`src/rtl/fpc_pkg.sv`:
```
package fpc_pkg;
  localparam logic [7:0] PFX0     = 8'h3D;
  localparam logic [7:0] PFX1     = 8'h2A;
  localparam logic [7:0] PFX2     = 8'h7F;
  localparam logic [7:0] SUB_ON   = 8'hA9;
  localparam logic [7:0] SUB_OFF  = 8'h9A;
  localparam logic [7:0] SUB_WIPE = 8'hCF;
  localparam logic [7:0] SUB_LOAD = 8'hFC;
  localparam logic [7:0] OPC_DUMP = 8'h32;

  typedef enum logic [2:0] {
    K_NONE, K_ON, K_OFF, K_WIPE, K_LOAD, K_DUMP
  } kind_e;
endpackage

```
`src/rtl/fpc_cmd_decode.sv`:
```
module fpc_cmd_decode
  import fpc_pkg::*;
#(
  parameter int NUM_SECT = 16,
  parameter int RD_DUMMY = 3,
  localparam int SECT_W = $clog2(NUM_SECT)
) (
  input  logic              clk_i,
  input  logic              rst_ni,
  input  logic              cs_start_i,
  input  logic              cs_end_i,
  input  logic              byte_valid_i,
  input  logic [7:0]        byte_i,
  input  logic              busy_i,
  output logic              on_o,
  output logic              off_o,
  output logic              wipe_o,
  output logic              load_end_o,
  output logic              ld_we_o,
  output logic [SECT_W-1:0] ld_idx_o,
  output logic [7:0]        ld_data_o,
  output logic              rd_req_o,
  output logic [SECT_W-1:0] rd_idx_o
);
  localparam int RD_BASE = 1 + RD_DUMMY;
  localparam int CNT_W   = $clog2(RD_BASE + NUM_SECT + 1);

  logic              active_q;
  logic [CNT_W-1:0]  cnt_q;
  logic [2:0][7:0]   hdr_q;
  kind_e             kind_q;
  kind_e             kind_4th;
  logic [SECT_W-1:0] widx_q;
  logic              take;
  logic              end_ok;
  logic              exact4;

  assign take   = active_q & byte_valid_i;
  assign end_ok = active_q & cs_end_i;
  assign exact4 = (cnt_q == CNT_W'(4));

  always_comb begin
    kind_4th = K_NONE;
    if (hdr_q[0] == PFX0 && hdr_q[1] == PFX1 && hdr_q[2] == PFX2) begin
      case (byte_i)
        SUB_ON:   kind_4th = K_ON;
        SUB_OFF:  kind_4th = K_OFF;
        SUB_WIPE: kind_4th = K_WIPE;
        SUB_LOAD: kind_4th = K_LOAD;
        default:  kind_4th = K_NONE;
      endcase
    end
  end

  always_ff @(posedge clk_i or negedge rst_ni) begin
    if (!rst_ni) begin
      active_q <= 1'b0;
      cnt_q    <= '0;
      hdr_q    <= '0;
      kind_q   <= K_NONE;
      widx_q   <= '0;
    end else if (cs_start_i) begin
      active_q <= ~busy_i;
      cnt_q    <= '0;
      kind_q   <= K_NONE;
      widx_q   <= '0;
    end else begin
      if (take) begin
        if (cnt_q != '1) cnt_q <= cnt_q + CNT_W'(1);
        if (cnt_q < CNT_W'(3)) hdr_q[cnt_q[1:0]] <= byte_i;
        if (cnt_q == '0) kind_q <= (byte_i == OPC_DUMP) ? K_DUMP : K_NONE;
        else if (cnt_q == CNT_W'(3) && kind_q != K_DUMP) kind_q <= kind_4th;
        if (kind_q == K_LOAD) widx_q <= widx_q + SECT_W'(1);
      end
      if (cs_end_i) active_q <= 1'b0;
    end
  end

  assign ld_we_o    = take && kind_q == K_LOAD;
  assign ld_idx_o   = widx_q;
  assign ld_data_o  = byte_i;
  assign rd_req_o   = take && kind_q == K_DUMP && cnt_q >= CNT_W'(RD_BASE)
                      && cnt_q < CNT_W'(RD_BASE + NUM_SECT);
  assign rd_idx_o   = SECT_W'(cnt_q - CNT_W'(RD_BASE));
  assign on_o       = end_ok && exact4 && kind_q == K_ON;
  assign off_o      = end_ok && exact4 && kind_q == K_OFF;
  assign wipe_o     = end_ok && exact4 && kind_q == K_WIPE;
  assign load_end_o = end_ok && kind_q == K_LOAD;
endmodule

```
`src/rtl/fpc_prot_store.sv`:
```
module fpc_prot_store #(
  parameter int NUM_SECT = 16,
  parameter int BUSY_CYC = 24,
  localparam int SECT_W = $clog2(NUM_SECT),
  localparam int BSY_W  = $clog2(BUSY_CYC + 1)
) (
  input  logic                     clk_i,
  input  logic                     rst_ni,
  input  logic                     wp_ni,
  input  logic                     on_i,
  input  logic                     off_i,
  input  logic                     wipe_i,
  input  logic                     load_end_i,
  input  logic                     ld_we_i,
  input  logic [SECT_W-1:0]        ld_idx_i,
  input  logic [7:0]               ld_data_i,
  output logic [NUM_SECT-1:0][7:0] entry_o,
  output logic                     sw_en_o,
  output logic                     busy_o
);
  logic             sw_q;
  logic [BSY_W-1:0] bcnt_q;
  logic             wipe_go;
  logic             load_go;

  assign wipe_go = wipe_i & wp_ni;
  assign load_go = load_end_i & wp_ni;

  for (genvar s = 0; s < NUM_SECT; s++) begin : g_ent
    logic [7:0] ent_q;
    logic [7:0] stg_q;
    logic       stg_vld_q;
    logic       hit;

    assign hit = ld_we_i && ld_idx_i == SECT_W'(s);

    always_ff @(posedge clk_i or negedge rst_ni) begin
      if (!rst_ni) begin
        ent_q     <= 8'hFF;
        stg_q     <= 8'h00;
        stg_vld_q <= 1'b0;
      end else begin
        if (hit) begin
          stg_q     <= ld_data_i;
          stg_vld_q <= 1'b1;
        end else if (load_end_i) begin
          stg_vld_q <= 1'b0;
        end
        if (wipe_go) ent_q <= 8'hFF;
        else if (load_go && stg_vld_q) ent_q <= stg_q;
      end
    end

    assign entry_o[s] = ent_q;
  end

  always_ff @(posedge clk_i or negedge rst_ni) begin
    if (!rst_ni) begin
      sw_q   <= 1'b0;
      bcnt_q <= '0;
    end else begin
      if (on_i) sw_q <= 1'b1;
      else if (off_i && wp_ni) sw_q <= 1'b0;
      if (wipe_go || load_go) bcnt_q <= BSY_W'(BUSY_CYC);
      else if (bcnt_q != '0) bcnt_q <= bcnt_q - BSY_W'(1);
    end
  end

  assign sw_en_o = sw_q;
  assign busy_o  = (bcnt_q != '0);
endmodule

```
`src/rtl/fpc_region_map.sv`:
```
module fpc_region_map #(
  parameter int NUM_SECT = 16
) (
  input  logic [NUM_SECT-1:0][7:0] entry_i,
  input  logic                     prot_on_i,
  output logic [NUM_SECT:0]        allow_o
);
  logic unused_lo;
  assign unused_lo = ^entry_i[0][3:0];

  assign allow_o[0] = ~prot_on_i | (entry_i[0][7:6] == 2'b00);
  assign allow_o[1] = ~prot_on_i | (entry_i[0][5:4] == 2'b00);

  for (genvar s = 1; s < NUM_SECT; s++) begin : g_sect
    assign allow_o[s+1] = ~prot_on_i | (entry_i[s] == 8'h00);
  end
endmodule

```
`src/rtl/flash_protect_ctrl.sv`:
```
module flash_protect_ctrl #(
  parameter int NUM_SECT   = 16,
  parameter int PAGE_W     = 12,
  parameter int SUB0_PAGES = 8,
  parameter int RD_DUMMY   = 3,
  parameter int BUSY_CYC   = 24,
  localparam int NUM_RGN   = NUM_SECT + 1
) (
  input  logic               clk_i,
  input  logic               rst_ni,
  input  logic               cs_start_i,
  input  logic               cs_end_i,
  input  logic               byte_valid_i,
  input  logic [7:0]         byte_i,
  input  logic               wp_ni,
  input  logic               op_req_i,
  input  logic               op_chip_i,
  input  logic [PAGE_W-1:0]  op_page_i,
  output logic               prot_on_o,
  output logic [NUM_RGN-1:0] allow_o,
  output logic               busy_o,
  output logic               grant_valid_o,
  output logic [NUM_RGN-1:0] grant_mask_o,
  output logic               rd_valid_o,
  output logic [7:0]         rd_data_o
);
  localparam int SECT_W = $clog2(NUM_SECT);
  localparam int OFF_W  = PAGE_W - SECT_W;
  localparam int RGN_W  = $clog2(NUM_RGN);

  logic                     on_s, off_s, wipe_s, load_end_s, ld_we_s, rd_req_s;
  logic [SECT_W-1:0]        ld_idx_s, rd_idx_s;
  logic [7:0]               ld_data_s;
  logic [NUM_SECT-1:0][7:0] entry_s;
  logic                     sw_en_s;
  logic                     busy_s;

  fpc_cmd_decode #(.NUM_SECT(NUM_SECT), .RD_DUMMY(RD_DUMMY)) u_dec (
    .clk_i, .rst_ni, .cs_start_i, .cs_end_i, .byte_valid_i, .byte_i,
    .busy_i     (busy_s),
    .on_o       (on_s),
    .off_o      (off_s),
    .wipe_o     (wipe_s),
    .load_end_o (load_end_s),
    .ld_we_o    (ld_we_s),
    .ld_idx_o   (ld_idx_s),
    .ld_data_o  (ld_data_s),
    .rd_req_o   (rd_req_s),
    .rd_idx_o   (rd_idx_s)
  );

  fpc_prot_store #(.NUM_SECT(NUM_SECT), .BUSY_CYC(BUSY_CYC)) u_store (
    .clk_i, .rst_ni, .wp_ni,
    .on_i       (on_s),
    .off_i      (off_s),
    .wipe_i     (wipe_s),
    .load_end_i (load_end_s),
    .ld_we_i    (ld_we_s),
    .ld_idx_i   (ld_idx_s),
    .ld_data_i  (ld_data_s),
    .entry_o    (entry_s),
    .sw_en_o    (sw_en_s),
    .busy_o     (busy_s)
  );

  assign prot_on_o = sw_en_s | ~wp_ni;
  assign busy_o    = busy_s;

  fpc_region_map #(.NUM_SECT(NUM_SECT)) u_map (
    .entry_i   (entry_s),
    .prot_on_i (prot_on_o),
    .allow_o   (allow_o)
  );

  // region of the requested page; sector 0 splits at SUB0_PAGES
  logic [SECT_W-1:0]  sect;
  logic [OFF_W-1:0]   off;
  logic [RGN_W-1:0]   rgn;
  logic [NUM_RGN-1:0] sel;
  logic [NUM_RGN-1:0] mask_n;

  assign sect = op_page_i[PAGE_W-1 -: SECT_W];
  assign off  = op_page_i[OFF_W-1:0];

  always_comb begin
    if (sect == '0) rgn = (off < OFF_W'(SUB0_PAGES)) ? RGN_W'(0) : RGN_W'(1);
    else            rgn = RGN_W'(sect) + RGN_W'(1);
    sel      = '0;
    sel[rgn] = 1'b1;
    if (busy_s)         mask_n = '0;
    else if (op_chip_i) mask_n = allow_o;
    else                mask_n = sel & allow_o;
  end

  always_ff @(posedge clk_i or negedge rst_ni) begin
    if (!rst_ni) begin
      grant_valid_o <= 1'b0;
      grant_mask_o  <= '0;
      rd_valid_o    <= 1'b0;
      rd_data_o     <= '0;
    end else begin
      grant_valid_o <= op_req_i;
      grant_mask_o  <= op_req_i ? mask_n : '0;
      rd_valid_o    <= rd_req_s;
      if (rd_req_s) rd_data_o <= entry_s[rd_idx_s];
    end
  end
endmodule

```
`config.mk`:
```
export PLATFORM = sky130hd
export DESIGN_NAME = flash_protect_ctrl
export DESIGN_NICKNAME = d
export VERILOG_FILES = /design/src/rtl/fpc_pkg.sv /design/src/rtl/fpc_cmd_decode.sv /design/src/rtl/fpc_prot_store.sv /design/src/rtl/fpc_region_map.sv /design/src/rtl/flash_protect_ctrl.sv
export SDC_FILE = /design/constraint.sdc
export NUM_CORES = 1
export LEC_CHECK = 0
export BUFFER_PORTS_ARGS = -buffer_cell sky130_fd_sc_hd__buf_2
export CAP_MARGIN = 20
export CORE_MARGIN = 2
export CORE_UTILIZATION = 55
export DETAILED_ROUTE_END_ITERATION = 6
export GPL_TIMING_DRIVEN = 0
export PLACE_DENSITY = 0.72
export SLEW_MARGIN = 20
export SYNTH_ARGS = -nofsm -noshare
export SYNTH_HDL_FRONTEND = slang
export SYNTH_SLANG_ARGS = --single-unit
```
`constraint.sdc`:
```
create_clock -name clk_i -period 3 [get_ports clk_i]
set_input_delay 0.3 -clock clk_i [delete_from_list [all_inputs] [get_ports clk_i]]
set_output_delay 0.3 -clock clk_i [all_outputs]
set_load 0.03 [all_outputs]
```
==> summary.md <==
| Metric | Value |
|---|---|
| Crit path max-delay family | buffers and inverters |
| Clk_lat worst skew | 0.53 ns |
| Reg-to-reg critical path endpoint | u_store.g_ent[15].ent_q[5] |
| Max frequency | 0.3489 GHz |
| Synthesized Nets | 1400 |
| Gpl congestion | 0.9233 |
| Unique masters post-synth | 64 |
| Max clock buf depth | 3 |
| Clock sink count | 342 |
| Max IR drop VDD | 0.5288 mV |
| Share of cells above drive strength 1 | 31.84% |
| R2r setup slk | 0.13 ns |
| Sequential area share after synthesis | 56.39% |
| Reg2reg path depth | 7 |
| Most common cell in the netlist | nand2_1 |
| Status | completed |
| Clk pin slew, worst setup/hold paths | 0.06 ns |
| Final min period | 2.866 ns |
| Placement Cell Area | 16370 µm² |
| Relative slew slack | 24.99% |
| Initial Util | 55.80% |
| Total Nets Final | 1512 |
| 1st-iter DRT viols | 906 |
| CTS Buf Count | 36 |
| Site Rows | 61 |
| Slew @ Worst Pin | 1.125 ns |
| Hold Path Class | input port to flop |
| Power consumption | 10.09 mW |
| Htree depth | 2 |
| Vias in the first global route | 11010 |
| Drt first pass iters | 6 |
| DRC viols | 0 |
| CP endpoint kind | flop |
| Final Hold Slack | 0.03185 ns |
| Post-synth EDFFs | 0 |
| Async S/R FF share, synth | 100.0% |
| Core Area | 27710 µm² |
| Final Slew Violations | 0 |
| Mapped Cells | 1354 |
| DR vias/cell | 6.105 |
| Crit path DAT | 3.26 ns |
| DPL Wire Length | 29310 µm |
| Tcrit/Tclk final | 95.53% |
| Worst-path fanout max | 10 |
| Mean Syn Cell Area | 11.42 µm² |
| Max stage delay on crit path | 0.77 ns |
| Area growth from synthesis to layout | 13.98% |
| Initial antenna violation count | 2 |
| Design area | 17620 µm² |
| PortBufs | 69 |
| Worst Setup EP | u_store.g_ent[15].ent_q[5] |
| Synth Register Bits | 342 |
| Final hold violation count | 0 |
| Io pins | 74 |
| YS warnings | 0 |
| Total Wirelength | 42420 µm |
| First-pass GRT wire length | 64660 µm |
| Layout Skew | 0.02541 ns |
| Worst setup SP type | flop |
| Antenna Cells | 0 |
| Critical path required time | 3.40 ns |
| Critical path depth | 7 |
| Final setup fails | 0 |
| Reg2reg start | u_dec.cnt_q[3] |
| CP cell instances | inv_1 -> ha_1 -> nor4b_2 -> nand4_1 -> clkbuf_1 -> clkbuf_1 -> nand3_1 |
| Placed insts | 1804 |
| RSZ-0062 raised after global routing | false |
| Most frequent CP cell | clkbuf_1 |
| Overflow after GRT | 0 |
| Predominant post-synthesis flop cell | dfrtp_1 |
| Via Count | 11420 |
| Area leader, netlist | dfrtp_1 |
| Clock root buffer | clkbuf_16 |
| Pwr/cell area | 572.7 nW/µm² |
| Area contributors post-synth | dfrtp_1 (35%), dfstp_2 (22%), mux2_2 (11%) |
| Leak | 8.605 nW |
| Post-Synthesis Cell Area | 15460 µm² |
| # Post-CTS Setup Buffers | 0 |
| Post-synth top cells | nand2_1 (333), dfrtp_1 (214), mux2_2 (152), nand3_1 (152), dfstp_2 (128) |
| Full die area | 29470 µm² |
| CP startpoint | u_dec.cnt_q[3] |
| Die width | 171.7 µm |
| Post-Layout Cell Count | 1870 |
| Worst Path Buf+Inv | 3 |
| Util after Layout | 63.60% |
| GR Util All Layers | 29.63% |
| Highest-delay cell along the critical path | clkbuf_1 |
| Largest net degree at the start of global routing | 104 |
| Setup CP Type | flop to flop |
| Die Ht | 171.7 µm |
| Top cell type's share of synthesized area | 34.64% |
| Fillers | 2173 |
| Drt wl/cell | 22.68 µm |
| CTS tree | built |
| ANT nets after route | 0 |
| # Max-Cap Violations | 0 |
## worst min-delay path by stage
| stage | to | startpoint | depth (start not counted) | slack, ns |
|---|---|---|---|---|
| finish | u_dec.active_q | cs_end_i | 2 | 0.03 |
| global route | u_dec.active_q | cs_end_i | 2 | 0.03 |
| CTS | u_dec.active_q | cs_end_i | 2 | 0.03 |
| detailed placement | u_store.bcnt_q[4] | rst_ni | 1 | 0.34 |
| global placement | grant_valid_o | op_req_i | 1 | 0.46 |
| floorplan | grant_mask_o[0] | rst_ni | 0 | 0.004 |
## per-layer routing
| metal | global-route usage, % | vias to the layer above | share of wire [%] |
|---|---|---|---|
| met5 | 0 | - | 0.028 |
| met4 | 10.21 | 2 | 3.5 |
| met3 | 5.960 | 104 | 8.5 |
| met2 | 45.43 | 494 | 45 |
| met1 | 42.39 | 5817 | 43 |
| li1 | - | 4999 | - |
## power by group
group | internal (mW) | switching [mW] | total, mW
Sequential | 4.75 | 0.0819 | 4.83
Clock | 2.78 | 1.84 | 4.62
Combinational | 0.223 | 0.421 | 0.644
Total | 7.75 | 2.35 | 10.1
## cell type report
class                      instances  area [µm²]  area share, %
sequential                       342        8718          49.48
multi-input combinational        923        6394          36.28
clock buffer                      47        1033          5.865
tap                              378       473.0          2.684
timing repair buffer              74       457.9          2.599
buffer                            73       289.0          1.640
clock inverter                    17       195.2          1.108
inverter                          16       60.06         0.3408
## sequential cells by signal (all words and copies together), names as in the netlist
signal and count:
grant_valid_o 1, u_dec.ld_idx_o 4, u_dec.kind_q 3, u_store.g_ent.stg_q 128
rd_data_o 8, u_dec.active_q 1, u_dec.hdr_q 24, u_store.bcnt_q 5
u_dec.cnt_q 5, u_store.g_ent.stg_vld_q 16, rd_valid_o 1, grant_mask_o 17
u_store.g_ent.ent_q 128, u_store.sw_en_o 1
## cells in the final DEF, fill, tap and decap left out, types with 6 or more instances in the layout
| cell type | Yosys | routed |
|---|---|---|
| nor2_1 | 17 | 17 |
| o221ai_1 | 8 | 8 |
| a21boi_0 | 9 | 9 |
| clkinv_2 | 0 | 10 |
| o21ai_0 | 22 | 22 |
| buf_1 | 18 | 17 |
| nor3_1 | 7 | 7 |
| or4_1 | 24 | 24 |
| a21oi_1 | 12 | 12 |
| dfrtp_1 | 214 | 214 |
| nand2_1 | 333 | 333 |
| clkbuf_8 | 0 | 7 |
| buf_2 | 10 | 78 |
| dfstp_2 | 128 | 128 |
| mux4_2 | 32 | 32 |
| nand2b_1 | 6 | 6 |
| clkbuf_1 | 44 | 47 |
| nand3_1 | 152 | 152 |
| ha_1 | 18 | 18 |
| clkbuf_16 | 0 | 37 |
| mux2_2 | 152 | 152 |
| xnor2_1 | 7 | 7 |
| nand4_1 | 6 | 6 |
| inv_1 | 15 | 15 |
| mux2i_1 | 17 | 17 |
| and3_1 | 16 | 16 |
| nor4_1 | 9 | 9 |
## what timing repair did
action | 4_1_cts | 5_1_grt
gates resized for setup | 0 | 1
setup endpoints to repair | 0 | 6
hold buffers | 2 | 0
hold endpoints to repair | 58 | 0
## kinds of logic after synthesis
logic type	count (synthesis)	synth area share, %
DFF	342	56.39
xor gates and xnor gates	7	0.3966
buffers and inverters	89	2.250
and+or+nand+nor	625	19.55
adders and majority gates	18	1.457
muxes	201	16.83
AOI/OAI and AO/OA	72	3.124
## per-stage QoR
step	worst slack, ns	TNS [ns]
finish	0.1340	0
global placement	-4.694	-1323.38
floorplan	0.7667	0
detailed placement	-0.003863	-0.006247
global route	0.06827	0
CTS	0.001762	0
Note: power is estimated with default switching activity, not from simulation.
